--- src/rtl/rfst_pkg.sv ---
package rfst_pkg;

  localparam int LFSR_W = 16;

  typedef enum logic [2:0] {
    ST_IDLE  = 3'd0,
    ST_WR    = 3'd1,
    ST_RD    = 3'd2,
    ST_RW    = 3'd3,
    ST_RD2   = 3'd4,
    ST_DRAIN = 3'd5,
    ST_DONE  = 3'd6
  } seq_state_t;

  typedef enum logic [1:0] {
    STEP_NONE  = 2'd0,
    STEP_RAW   = 2'd1,
    STEP_COLL  = 2'd2,
    STEP_FINAL = 2'd3
  } step_t;

endpackage

--- src/rtl/rfst_lfsr.sv ---
module rfst_lfsr #(
  parameter int          OUT_W = 8,
  parameter logic [15:0] SEED  = 16'hACE1
) (
  input  logic             clk,
  input  logic             rst_n,
  output logic [OUT_W-1:0] word
);
  import rfst_pkg::*;

  logic [LFSR_W-1:0] state_q, state_d;
  logic              fb;

  // Fibonacci form, taps 16,14,13,11 (maximal length)
  always_comb begin
    fb      = state_q[15] ^ state_q[13] ^ state_q[12] ^ state_q[10];
    state_d = {state_q[LFSR_W-2:0], fb};
  end

  always_ff @(posedge clk or negedge rst_n) begin
    if (!rst_n) state_q <= SEED;
    else        state_q <= state_d;
  end

  assign word = state_q[OUT_W-1:0];

endmodule

--- src/rtl/rfst_ctrl.sv ---
module rfst_ctrl #(
  parameter int ADDR_W = 8,
  parameter int DATA_W = 8,
  parameter int RD_LAT = 1
) (
  input  logic              clk,
  input  logic              rst_n,
  input  logic              start,
  input  logic              halt,
  input  logic [DATA_W-1:0] rnd,
  output logic [ADDR_W-1:0] mem_addr,
  output logic [DATA_W-1:0] mem_wdata,
  output logic              mem_rd,
  output logic              mem_wr,
  output logic              iss_vld,
  output rfst_pkg::step_t   iss_step,
  output logic [DATA_W-1:0] iss_exp,
  output logic              clr,
  output logic              done
);
  import rfst_pkg::*;

  localparam int               CNT_W   = (RD_LAT < 2) ? 1 : $clog2(RD_LAT + 1);
  localparam logic [ADDR_W-1:0] LAST_A = {ADDR_W{1'b1}};
  localparam logic [ADDR_W-1:0] ONE_A  = {{(ADDR_W-1){1'b0}}, 1'b1};
  localparam logic [CNT_W-1:0]  DRAIN0 = CNT_W'(RD_LAT - 1);
  localparam logic [CNT_W-1:0]  ONE_C  = {{(CNT_W-1){1'b0}}, 1'b1};

  seq_state_t        state_q, state_d;
  logic [ADDR_W-1:0] addr_q, addr_d;
  logic              addr_en;
  logic [DATA_W-1:0] word_a_q, word_b_q;
  logic              ld_a, ld_b;
  logic [CNT_W-1:0]  cnt_q, cnt_d;
  logic              cnt_en;

  // next-state logic
  always_comb begin
    state_d = state_q;
    addr_d  = addr_q;
    addr_en = 1'b0;
    ld_a    = 1'b0;
    ld_b    = 1'b0;
    cnt_d   = cnt_q;
    cnt_en  = 1'b0;
    clr     = 1'b0;
    unique case (state_q)
      ST_IDLE, ST_DONE: begin
        if (start) begin
          state_d = ST_WR;
          addr_d  = '0;
          addr_en = 1'b1;
          clr     = 1'b1;
        end
      end
      ST_WR: begin
        ld_a    = 1'b1;
        state_d = halt ? ST_DONE : ST_RD;
      end
      ST_RD: begin
        state_d = halt ? ST_DONE : ST_RW;
      end
      ST_RW: begin
        ld_b    = 1'b1;
        state_d = halt ? ST_DONE : ST_RD2;
      end
      ST_RD2: begin
        if (halt) begin
          state_d = ST_DONE;
        end else if (addr_q == LAST_A) begin
          state_d = ST_DRAIN;
          cnt_d   = DRAIN0;
          cnt_en  = 1'b1;
        end else begin
          state_d = ST_WR;
          addr_d  = addr_q + ONE_A;
          addr_en = 1'b1;
        end
      end
      ST_DRAIN: begin
        if (halt || cnt_q == '0) begin
          state_d = ST_DONE;
        end else begin
          cnt_d  = cnt_q - ONE_C;
          cnt_en = 1'b1;
        end
      end
      default: state_d = ST_IDLE;
    endcase
  end

  // registers
  always_ff @(posedge clk or negedge rst_n) begin
    if (!rst_n) begin
      state_q  <= ST_IDLE;
      addr_q   <= '0;
      word_a_q <= '0;
      word_b_q <= '0;
      cnt_q    <= '0;
    end else begin
      state_q <= state_d;
      if (addr_en) addr_q   <= addr_d;
      if (ld_a)    word_a_q <= rnd;
      if (ld_b)    word_b_q <= rnd;
      if (cnt_en)  cnt_q    <= cnt_d;
    end
  end

  // strobes and issue tag, decoded from the state register
  always_comb begin
    mem_wr    = (state_q == ST_WR) || (state_q == ST_RW);
    mem_rd    = (state_q == ST_RD) || (state_q == ST_RW) || (state_q == ST_RD2);
    mem_wdata = mem_wr ? rnd : '0;
    mem_addr  = addr_q;
    iss_vld   = mem_rd;
    iss_exp   = (state_q == ST_RD2) ? word_b_q : word_a_q;
    unique case (state_q)
      ST_RD:   iss_step = STEP_RAW;
      ST_RW:   iss_step = STEP_COLL;
      ST_RD2:  iss_step = STEP_FINAL;
      default: iss_step = STEP_NONE;
    endcase
    done = (state_q == ST_DONE);
  end

endmodule

--- src/rtl/rfst_score.sv ---
module rfst_score #(
  parameter int ADDR_W = 8,
  parameter int DATA_W = 8,
  parameter int RD_LAT = 1
) (
  input  logic              clk,
  input  logic              rst_n,
  input  logic              clr,
  input  logic              stop_on_error,
  input  logic              iss_vld,
  input  rfst_pkg::step_t   iss_step,
  input  logic [ADDR_W-1:0] iss_addr,
  input  logic [DATA_W-1:0] iss_exp,
  input  logic [DATA_W-1:0] rdata,
  output logic              halt,
  output logic              err,
  output logic [ADDR_W-1:0] fail_addr,
  output rfst_pkg::step_t   fail_step,
  output logic [DATA_W-1:0] fail_exp,
  output logic [DATA_W-1:0] fail_got
);
  import rfst_pkg::*;

  localparam int TAIL = RD_LAT - 1;

  logic              p_vld  [RD_LAT];
  step_t             p_step [RD_LAT];
  logic [ADDR_W-1:0] p_addr [RD_LAT];
  logic [DATA_W-1:0] p_exp  [RD_LAT];
  logic              mism;
  logic              cap;

  // tag delay line, one stage per cycle of read latency
  always_ff @(posedge clk or negedge rst_n) begin
    if (!rst_n) begin
      for (int k = 0; k < RD_LAT; k++) begin
        p_vld[k]  <= 1'b0;
        p_step[k] <= STEP_NONE;
        p_addr[k] <= '0;
        p_exp[k]  <= '0;
      end
    end else if (clr) begin
      for (int k = 0; k < RD_LAT; k++) p_vld[k] <= 1'b0;
    end else begin
      p_vld[0] <= iss_vld;
      if (iss_vld) begin
        p_step[0] <= iss_step;
        p_addr[0] <= iss_addr;
        p_exp[0]  <= iss_exp;
      end
      for (int k = 1; k < RD_LAT; k++) begin
        p_vld[k] <= p_vld[k-1];
        if (p_vld[k-1]) begin
          p_step[k] <= p_step[k-1];
          p_addr[k] <= p_addr[k-1];
          p_exp[k]  <= p_exp[k-1];
        end
      end
    end
  end

  always_comb begin
    mism = p_vld[TAIL] && (rdata != p_exp[TAIL]);
    cap  = mism && !err && !clr;
    halt = mism && stop_on_error;
  end

  always_ff @(posedge clk or negedge rst_n) begin
    if (!rst_n) begin
      err       <= 1'b0;
      fail_addr <= '0;
      fail_step <= STEP_NONE;
      fail_exp  <= '0;
      fail_got  <= '0;
    end else if (clr) begin
      err       <= 1'b0;
      fail_addr <= '0;
      fail_step <= STEP_NONE;
      fail_exp  <= '0;
      fail_got  <= '0;
    end else if (cap) begin
      err       <= 1'b1;
      fail_addr <= p_addr[TAIL];
      fail_step <= p_step[TAIL];
      fail_exp  <= p_exp[TAIL];
      fail_got  <= rdata;
    end
  end

endmodule

--- src/rtl/rfram_selftest.sv ---
module rfram_selftest #(
  parameter int          ADDR_W = 8,
  parameter int          DATA_W = 8,
  parameter int          RD_LAT = 1,
  parameter logic [15:0] SEED   = 16'hACE1
) (
  input  logic              clk,
  input  logic              rst_n,
  input  logic              start,
  input  logic              stop_on_error,
  output logic [ADDR_W-1:0] mem_addr,
  output logic [DATA_W-1:0] mem_wdata,
  output logic              mem_rd,
  output logic              mem_wr,
  input  logic [DATA_W-1:0] mem_rdata,
  output logic              done,
  output logic              pass,
  output logic              err,
  output logic [ADDR_W-1:0] fail_addr,
  output logic [1:0]        fail_step,
  output logic [DATA_W-1:0] fail_exp,
  output logic [DATA_W-1:0] fail_got
);
  import rfst_pkg::*;

  logic [DATA_W-1:0] rnd;
  logic              halt;
  logic              clr;
  logic              iss_vld;
  step_t             iss_step;
  logic [DATA_W-1:0] iss_exp;
  step_t             fstep;

  rfst_lfsr #(.OUT_W(DATA_W), .SEED(SEED)) u_lfsr (
    .clk  (clk),
    .rst_n(rst_n),
    .word (rnd)
  );

  rfst_ctrl #(.ADDR_W(ADDR_W), .DATA_W(DATA_W), .RD_LAT(RD_LAT)) u_ctrl (
    .clk      (clk),
    .rst_n    (rst_n),
    .start    (start),
    .halt     (halt),
    .rnd      (rnd),
    .mem_addr (mem_addr),
    .mem_wdata(mem_wdata),
    .mem_rd   (mem_rd),
    .mem_wr   (mem_wr),
    .iss_vld  (iss_vld),
    .iss_step (iss_step),
    .iss_exp  (iss_exp),
    .clr      (clr),
    .done     (done)
  );

  rfst_score #(.ADDR_W(ADDR_W), .DATA_W(DATA_W), .RD_LAT(RD_LAT)) u_score (
    .clk          (clk),
    .rst_n        (rst_n),
    .clr          (clr),
    .stop_on_error(stop_on_error),
    .iss_vld      (iss_vld),
    .iss_step     (iss_step),
    .iss_addr     (mem_addr),
    .iss_exp      (iss_exp),
    .rdata        (mem_rdata),
    .halt         (halt),
    .err          (err),
    .fail_addr    (fail_addr),
    .fail_step    (fstep),
    .fail_exp     (fail_exp),
    .fail_got     (fail_got)
  );

  assign fail_step = fstep;
  assign pass      = done & ~err;

endmodule

--- config.mk ---
export PLATFORM = sky130hd
export DESIGN_NAME = rfram_selftest
export DESIGN_NICKNAME = d
export VERILOG_FILES = /design/src/rtl/rfst_pkg.sv /design/src/rtl/rfst_lfsr.sv /design/src/rtl/rfst_ctrl.sv /design/src/rtl/rfst_score.sv /design/src/rtl/rfram_selftest.sv
export SDC_FILE = /design/constraint.sdc
export NUM_CORES = 1
export LEC_CHECK = 0
export ABC_AREA = 0
export BUFFER_PORTS_ARGS = -buffer_cell sky130_fd_sc_hd__buf_2
export CAP_MARGIN = 10
export CORE_MARGIN = 5
export CORE_UTILIZATION = 26
export DETAILED_ROUTE_END_ITERATION = 8
export PLACE_DENSITY = 0.45
export SYNTH_ARGS = -nofsm -noshare
export SYNTH_HDL_FRONTEND = slang
export SYNTH_SLANG_ARGS = --single-unit
--- constraint.sdc ---
create_clock -name clk -period 5.8 [get_ports clk]
set_input_delay 0.87 -clock clk [delete_from_list [all_inputs] [get_ports clk]]
set_output_delay 0.87 -clock clk [all_outputs]
set_load 0.05 [all_outputs]
==> key figures, run 1 <==
Global route
  • GR Overflow Total: 0
  • First-pass GRT wire length: around 14 mm
  • Number of global-route vias before repair: 2614
  • Antenna violations before repair: 0
  • Gr usage total: 0.104
  • Largest net degree at the start of global routing: between 60 and 70

Timing
  • Max Transition Viols Final: 0
  • Unrepaired setup endpoints after global routing: no
  • Final hold vios: 0
  • TNS Setup: 0 ns
  • Final worst setup slack: around 3 ns
  • Worst slew pin tran: about 1.0 ns
  • Final worst clock skew: between 0.009 and 0.01 ns
  • Slew headroom: 0.310
  • F_max: 353 MHz
  • Final period utilization: 0.488
  • Final Critical Period: about 2.8 ns
  • Final setup viols: 0

Worst setup path
  • Setup crit end kind: output port
  • FF-to-FF path depth: 5
  • Required @ worst endpoint: between 4 and 5 ns
  • Startpoint types: flop
  • Worst EP arrival: about 2.0 ns
  • Critical-path maximum fanout: 11
  • R2r endpoint: u_score.p_addr[6]
  • Reg-to-reg slack, setup: between 3 and 4 ns
  • Reg-to-Reg Start: u_ctrl.state_q[2]
  • Setup CP Type: reg -> out

Synthesis
  • FFs w/ async S/R, synth: 1.00
  • Post-synth EDFFs: 0
  • Post-synthesis instance area: between 3000 and 4000 µm²
  • Area leader, netlist: dfrtp_1
  • Instance count of the mapped netlist: roughly 310
  • Syn nets: 328
  • Register area share after synthesis: 0.588
  • Post-Synthesis Mean Instance Area: between 10 and 15 µm²
  • Top_reg_cell synth: dfrtp_1
  • Yosys cell types: 41
  • Number of synthesized register bits: 90
  • Count of warnings emitted by yosys: 0
  • Synth top area share: 0.533
  • Top post-synthesis cells by area: dfrtp_1, mux2i_1, mux2_2

Clock network
  • CTS Hold Bufs: 0
  • Num CTS Buffers: 9
  • Post-CTS Setup Bufs: 0
  • CTS tree: built
  • CTS H-tree lvls: 3
  • Sink Count: 90
  • Clock Latency Late Sink: around 0.34 ns
  • Root buf cell: clkbuf_16
  • Number of gates resized after CTS: 0
  • Max clock buf depth: 2
  • Reg clk slew, reported paths: roughly 0.070 ns

Worst hold path
  • Worst Hold Depth: 0
  • Worst Hold End: u_lfsr.state_q[10]
  • Worst hold start: u_lfsr.state_q[9]
  • Hold Crit Class: reg -> reg

Routing
  • Routed Antenna Nets: 0
  • # DRC: 0
  • Detailed-route via count: ~2.4k
  • Drt via density: around 4.4
  • DR iter-0 viols: 133
  • 1st-pass router iterations: 4
  • Wire per inst: approximately 15 µm
  • Drt total wl: between 8 and 9 mm

Floorplanning
  • Die Y: between 100 and 150 µm
  • Io pins: 59
  • Die area: 17300 µm²
  • Num rows: between 40 and 50
  • Core box area: between 10000 and 15000 µm²
  • Die width: ~130 µm
  • Starting Density: 0.265

Finish
  • Most frequent cells in the layout: dfrtp_1, buf_2, nor2_1, mux2i_1, nand2_1
  • Share of layout cells above drive strength 1: 0.333
  • Finished Cell Area: between 4000 and 5000 µm²
  • Final Net Count: 385
  • Area delta synth->final: 20.1%
  • Commonest non-fill, non-tap cell in the layout: dfrtp_1
  • Ant diodes: 0

Status
  • Outcome: finished, final reports clean

Power
  • LEAKAGE: roughly 2.4 nW
  • Worst vdd ir: 0.000119 V
  • Total power per unit cell area: 415 nW/µm²

Placement
  • GP Congestion: a little under 0.7
  • Hpwl dp: 5.86 mm
  • I/O Buffers: 58
  • DP Area: between 4000 and 5000 µm²
  • Pre-CTS setup slack: 3.06 ns

Job
  • Max-Cap Viols: 0
[Yosys cell counts, types with 2 or more instances]
cell type	instances
xnor2_1	8
buf_2	4
nor3_1	2
a21oi_1	2
inv_1	5
dfstp_2	8
ha_1	3
mux2_2	24
and3_1	8
nand2_1	28
o31ai_1	2
xor2_1	9
dfrtp_1	82
nor4_2	4
o21ai_0	14
nand3_1	2
nor2_1	39
buf_4	4
clkbuf_1	7
nor4b_2	2
o31a_1	2
mux2i_1	35
[state kept, by name, indices dropped and copies added (netlist names), 3 cells and up]
register           count
u_ctrl.state_q         3
u_score.p_exp          8
u_score.fail_addr      8
u_score.fail_exp       8
u_ctrl.word_a_q        8
u_score.p_addr         8
u_lfsr.state_q        16
u_ctrl.word_b_q        8
u_score.fail_got       8
u_ctrl.mem_addr        8
[worst max-delay path by stage]
stage,start,slack [ns],endpoint,cells after the start
floorplan,u_ctrl.state_q[2],2.67,pass,4
finish,u_ctrl.state_q[2],2.97,mem_rd,4
detailed placement,mem_rdata[3],3.06,u_ctrl.state_q[1],6
CTS,u_ctrl.state_q[2],2.96,mem_rd,4
global route,u_ctrl.state_q[0],2.84,mem_wr,3
global placement,mem_rdata[3],3.08,u_ctrl.state_q[1],6
[layer usage]
metal | up-vias | track usage | wire length, µm
li1 | 1194 | - | -
met1 | 1192 | 0.142 | 4260
met2 | 48 | 0.156 | 3860
met3 | 10 | 0.0271 | 344
met4 | 0 | 0.0463 | 149
met5 | - | 0 | 0
[cell type report]
type | instances | area [µm²]
clock buffer | 10 | 239
clock inverter | 6 | 65.1
timing repair buffer | 62 | 323
multi-input combinational | 202 | 1480
sequential | 90 | 2260
tap | 184 | 230
inverter | 5 | 18.8
fill | 1527 | 9910
[power breakdown]
part,internal [W],leakage (nW),switching [W]
logic,0.000166,1.06,0.000408
clock network,0.000347,0.154,0.000244
registers,0.000688,1.22,0.0000630
[worst max-delay path, cell delays in order (launching register included)]
cell and delay [ns]:
dfrtp_1 0.57, inv_1 0.27, ha_1 0.24, or2_2 0.32
buf_2 0.22
[logic make-up (layout without fill, tap and decap cells)]
group / Yosys count / in the layout / share of synthesized area
XOR/XNOR: 17 / 17 / 0.0387
multiplexers: 59 / 59 / 0.161
flip-flops: 90 / 90 / 0.588
adder cells (fa/ha/maj): 3 / 3 / 0.00976
AND/OR/NAND/NOR: 95 / 95 / 0.128
AO/OA/AOI/OAI: 28 / 28 / 0.0462
buffers and inverters: 21 / 83 / 0.0276
[per-stage QoR]
| stage | power [W] | util | hold slack [ns] | instances |
|---|---|---|---|---|
| 6_report | 0.00192 | 0.318 | 0.351 | 559 |
| 5_1_grt | 0.00202 | 0.318 | 0.354 | 559 |
| 4_1_cts | 0.00195 | 0.318 | 0.353 | 559 |
| 3_5_place_dp | 0.00135 | 0.297 | 0.343 | 543 |
| 3_3_place_gp | 0.00134 | 0.297 | 0.337 | 543 |
| 2_1_floorplan | 0.00120 | - | 0.331 | 313 |
Note: power is estimated with default switching activity, not from simulation.
==> inputs of run 2 (changes only) <==
==> constraint.sdc (replaced) <==
create_clock -name clk -period 2.8 [get_ports clk]
set_input_delay 0.42 -clock clk [delete_from_list [all_inputs] [get_ports clk]]
set_output_delay 0.42 -clock clk [all_outputs]
set_load 0.05 [all_outputs]
==> run 2 against run 1 <==
Die area did not move. Largest power group unchanged. Sequential cell count did not move. Highest routed layer unchanged. Wire length fell by 2.0%. Final area rose by 1.3%. Critical path type unchanged. Global-route usage barely moved. Non-clock buffer count rose by 3. Clock power rose by 120%.
==> key figures, run 2 (same netlist as run 1, synthesis figures left out) <==
Global route
  • First-pass GRT wire length: 14.5 mm (was 14.4 mm)
  • GR Overflow Total: 0 (unchanged)
  • Number of global-route vias before repair: 2680 (was 2614)
  • Antenna violations before repair: 0 (unchanged)
  • Largest net degree at the start of global routing: 91 (was 65)
  • Gr usage total: 0.105 (was 0.104)

Floorplanning
  • Die width: 132 µm (unchanged)
  • Die Y: 132 µm (unchanged)
  • Num rows: 44 (unchanged)
  • Io pins: 59 (unchanged)
  • Die area: 17300 µm² (unchanged)
  • Core box area: 14500 µm² (unchanged)
  • Starting Density: 0.265 (unchanged)

Clock network
  • Number of gates resized after CTS: 0 (unchanged)
  • CTS H-tree lvls: 3 (unchanged)
  • Reg clk slew, reported paths: 0.06 ns (was 0.07 ns)
  • Root buf cell: clkbuf_16 (unchanged)
  • Sink Count: 90 (unchanged)
  • Num CTS Buffers: 9 (unchanged)
  • Post-CTS Setup Bufs: 0 (unchanged)
  • Max clock buf depth: 2 (unchanged)
  • Clock Latency Late Sink: 0.34 ns (about the same)
  • CTS Hold Bufs: 0 (unchanged)
  • CTS tree: built (unchanged)

Routing
  • Drt total wl: 8.44 mm (was 8.61 mm)
  • Wire per inst: 15.0 µm (was 15.4 µm)
  • Detailed-route via count: 2468 (was 2444)
  • # DRC: 0 (unchanged)
  • Drt via density: 4.39 (was 4.37)
  • Routed Antenna Nets: 0 (unchanged)
  • DR iter-0 viols: 164 (was 133)
  • 1st-pass router iterations: 4 (unchanged)

Worst setup path
  • Critical-path maximum fanout: 11 (unchanged)
  • Setup CP Type: reg -> out (unchanged)
  • Required @ worst endpoint: 2.38 ns (was 4.93 ns)
  • Startpoint types: flop (unchanged)
  • Worst EP arrival: 1.92 ns (was 1.96 ns)
  • Setup crit end kind: output port (unchanged)

Finish
  • Most frequent cells in the layout: dfrtp_1, buf_2, nor2_1, mux2i_1, nand2_1 (unchanged)
  • Final Net Count: 388 (was 385)
  • Area delta synth->final: 21.6% (was 20.1%)
  • Commonest non-fill, non-tap cell in the layout: dfrtp_1 (unchanged)
  • Biggest register: u_lfsr.state_q (unchanged)
  • Finished Cell Area: 4680 µm² (was 4620 µm²)
  • Ant diodes: 0 (unchanged)
  • Largest register FFs: 16 (unchanged)
  • Share of layout cells above drive strength 1: 0.339 (was 0.333)

Placement
  • Hpwl dp: 5.83 mm (was 5.86 mm)
  • DP Area: 4350 µm² (was 4320 µm²)
  • I/O Buffers: 58 (unchanged)
  • GP Congestion: 0.700 (was 0.697)

Power
  • Worst vdd ir: 0.000321 V (was 0.000119 V)
  • Total power per unit cell area: 876 nW/µm² (was 415 nW/µm²)
  • LEAKAGE: 2.45 nW (was 2.43 nW)

Job
  • Max-Cap Viols: 0 (unchanged)

Timing
  • Worst slew pin tran: 0.861 ns (was 1.03 ns)
  • Final period utilization: 0.837
  • Unrepaired setup endpoints after global routing: no (unchanged)
  • F_max: 427 MHz
  • Final hold vios: 0 (unchanged)
  • Max Transition Viols Final: 0 (unchanged)
  • Final worst clock skew: 0.00632 ns (was 0.00994 ns)
  • TNS Setup: 0 ns (unchanged)
  • Final setup viols: 0 (unchanged)
  • Final Critical Period: ~2.3 ns
  • Slew headroom: 0.426 (was 0.310)

Status
  • Outcome: finished, final reports clean (unchanged)

Worst hold path
  • Hold Crit Class: in -> async (was reg -> reg)
==> run 2: worst max-delay path, cell delays in order (launching register included) <==
cell	delay [ns]
dfrtp_1	0.57
inv_1	0.24
ha_1	0.23
or2_2	0.32
buf_2	0.22
==> run 2: metal layers <==
| layer | global-route usage | vias to the layer above | share of wire |
|---|---|---|---|
| li1 | - | 1196 | - |
| met4 | 0.0514 | 0 | 0.024 |
| met3 | 0.0310 | 12 | 0.045 |
| met2 | 0.151 | 48 | 0.44 |
| met5 | 0 | - | 0 |
| met1 | 0.142 | 1212 | 0.49 |
==> run 2: through the flow <==
stage / total power, W / hold WS (ns) / worst slack [ns] / std cells / utilization
2_1_floorplan: 0.00249 / 0.124 / 0.123 / 313 / -
3_3_place_gp: 0.00282 / 0.338 / 0.414 / 546 / 0.299
3_5_place_dp: 0.00283 / 0.335 / 0.425 / 546 / 0.299
4_1_cts: 0.00417 / 0.140 / 0.429 / 562 / 0.322
5_1_grt: 0.00434 / 0.162 / 0.254 / 562 / 0.322
6_report: 0.00410 / 0.0856 / 0.455 / 562 / 0.322
==> run 2: worst paths after layout <==
kind                       cells past startpoint  slack [ns]               from                   to
min                                            2        0.09              rst_n    u_score.p_addr[0]
max                                            4        0.46  u_ctrl.state_q[2]               mem_rd
max in group asynchronous                      2        2.29              rst_n    u_lfsr.state_q[5]
min in group clk                               3        0.35       mem_rdata[3]  u_score.fail_got[3]
max reg2reg                                    6        0.47  u_ctrl.state_q[2]     u_score.p_exp[3]
min reg2reg                                    0        0.35  u_lfsr.state_q[8]    u_lfsr.state_q[9]
==> run 2: area by class of cell <==
type	count	area [µm²]
Fill cell	1503	9850
Sequential cell	90	2260
Multi-Input combinational cell	202	1480
Timing Repair Buffer	65	358
Clock buffer	10	239
Tap cell	184	230
Clock inverter	6	90.1
Inverter	5	18.8
==> run 2: power by group <==
part / switching [W] / internal [W] / leakage (nW)
Combinational: 0.000882 / 0.000369 / 1.07
Sequential: 0.000101 / 0.00143 / 1.22
Clock: 0.000512 / 0.000807 / 0.159
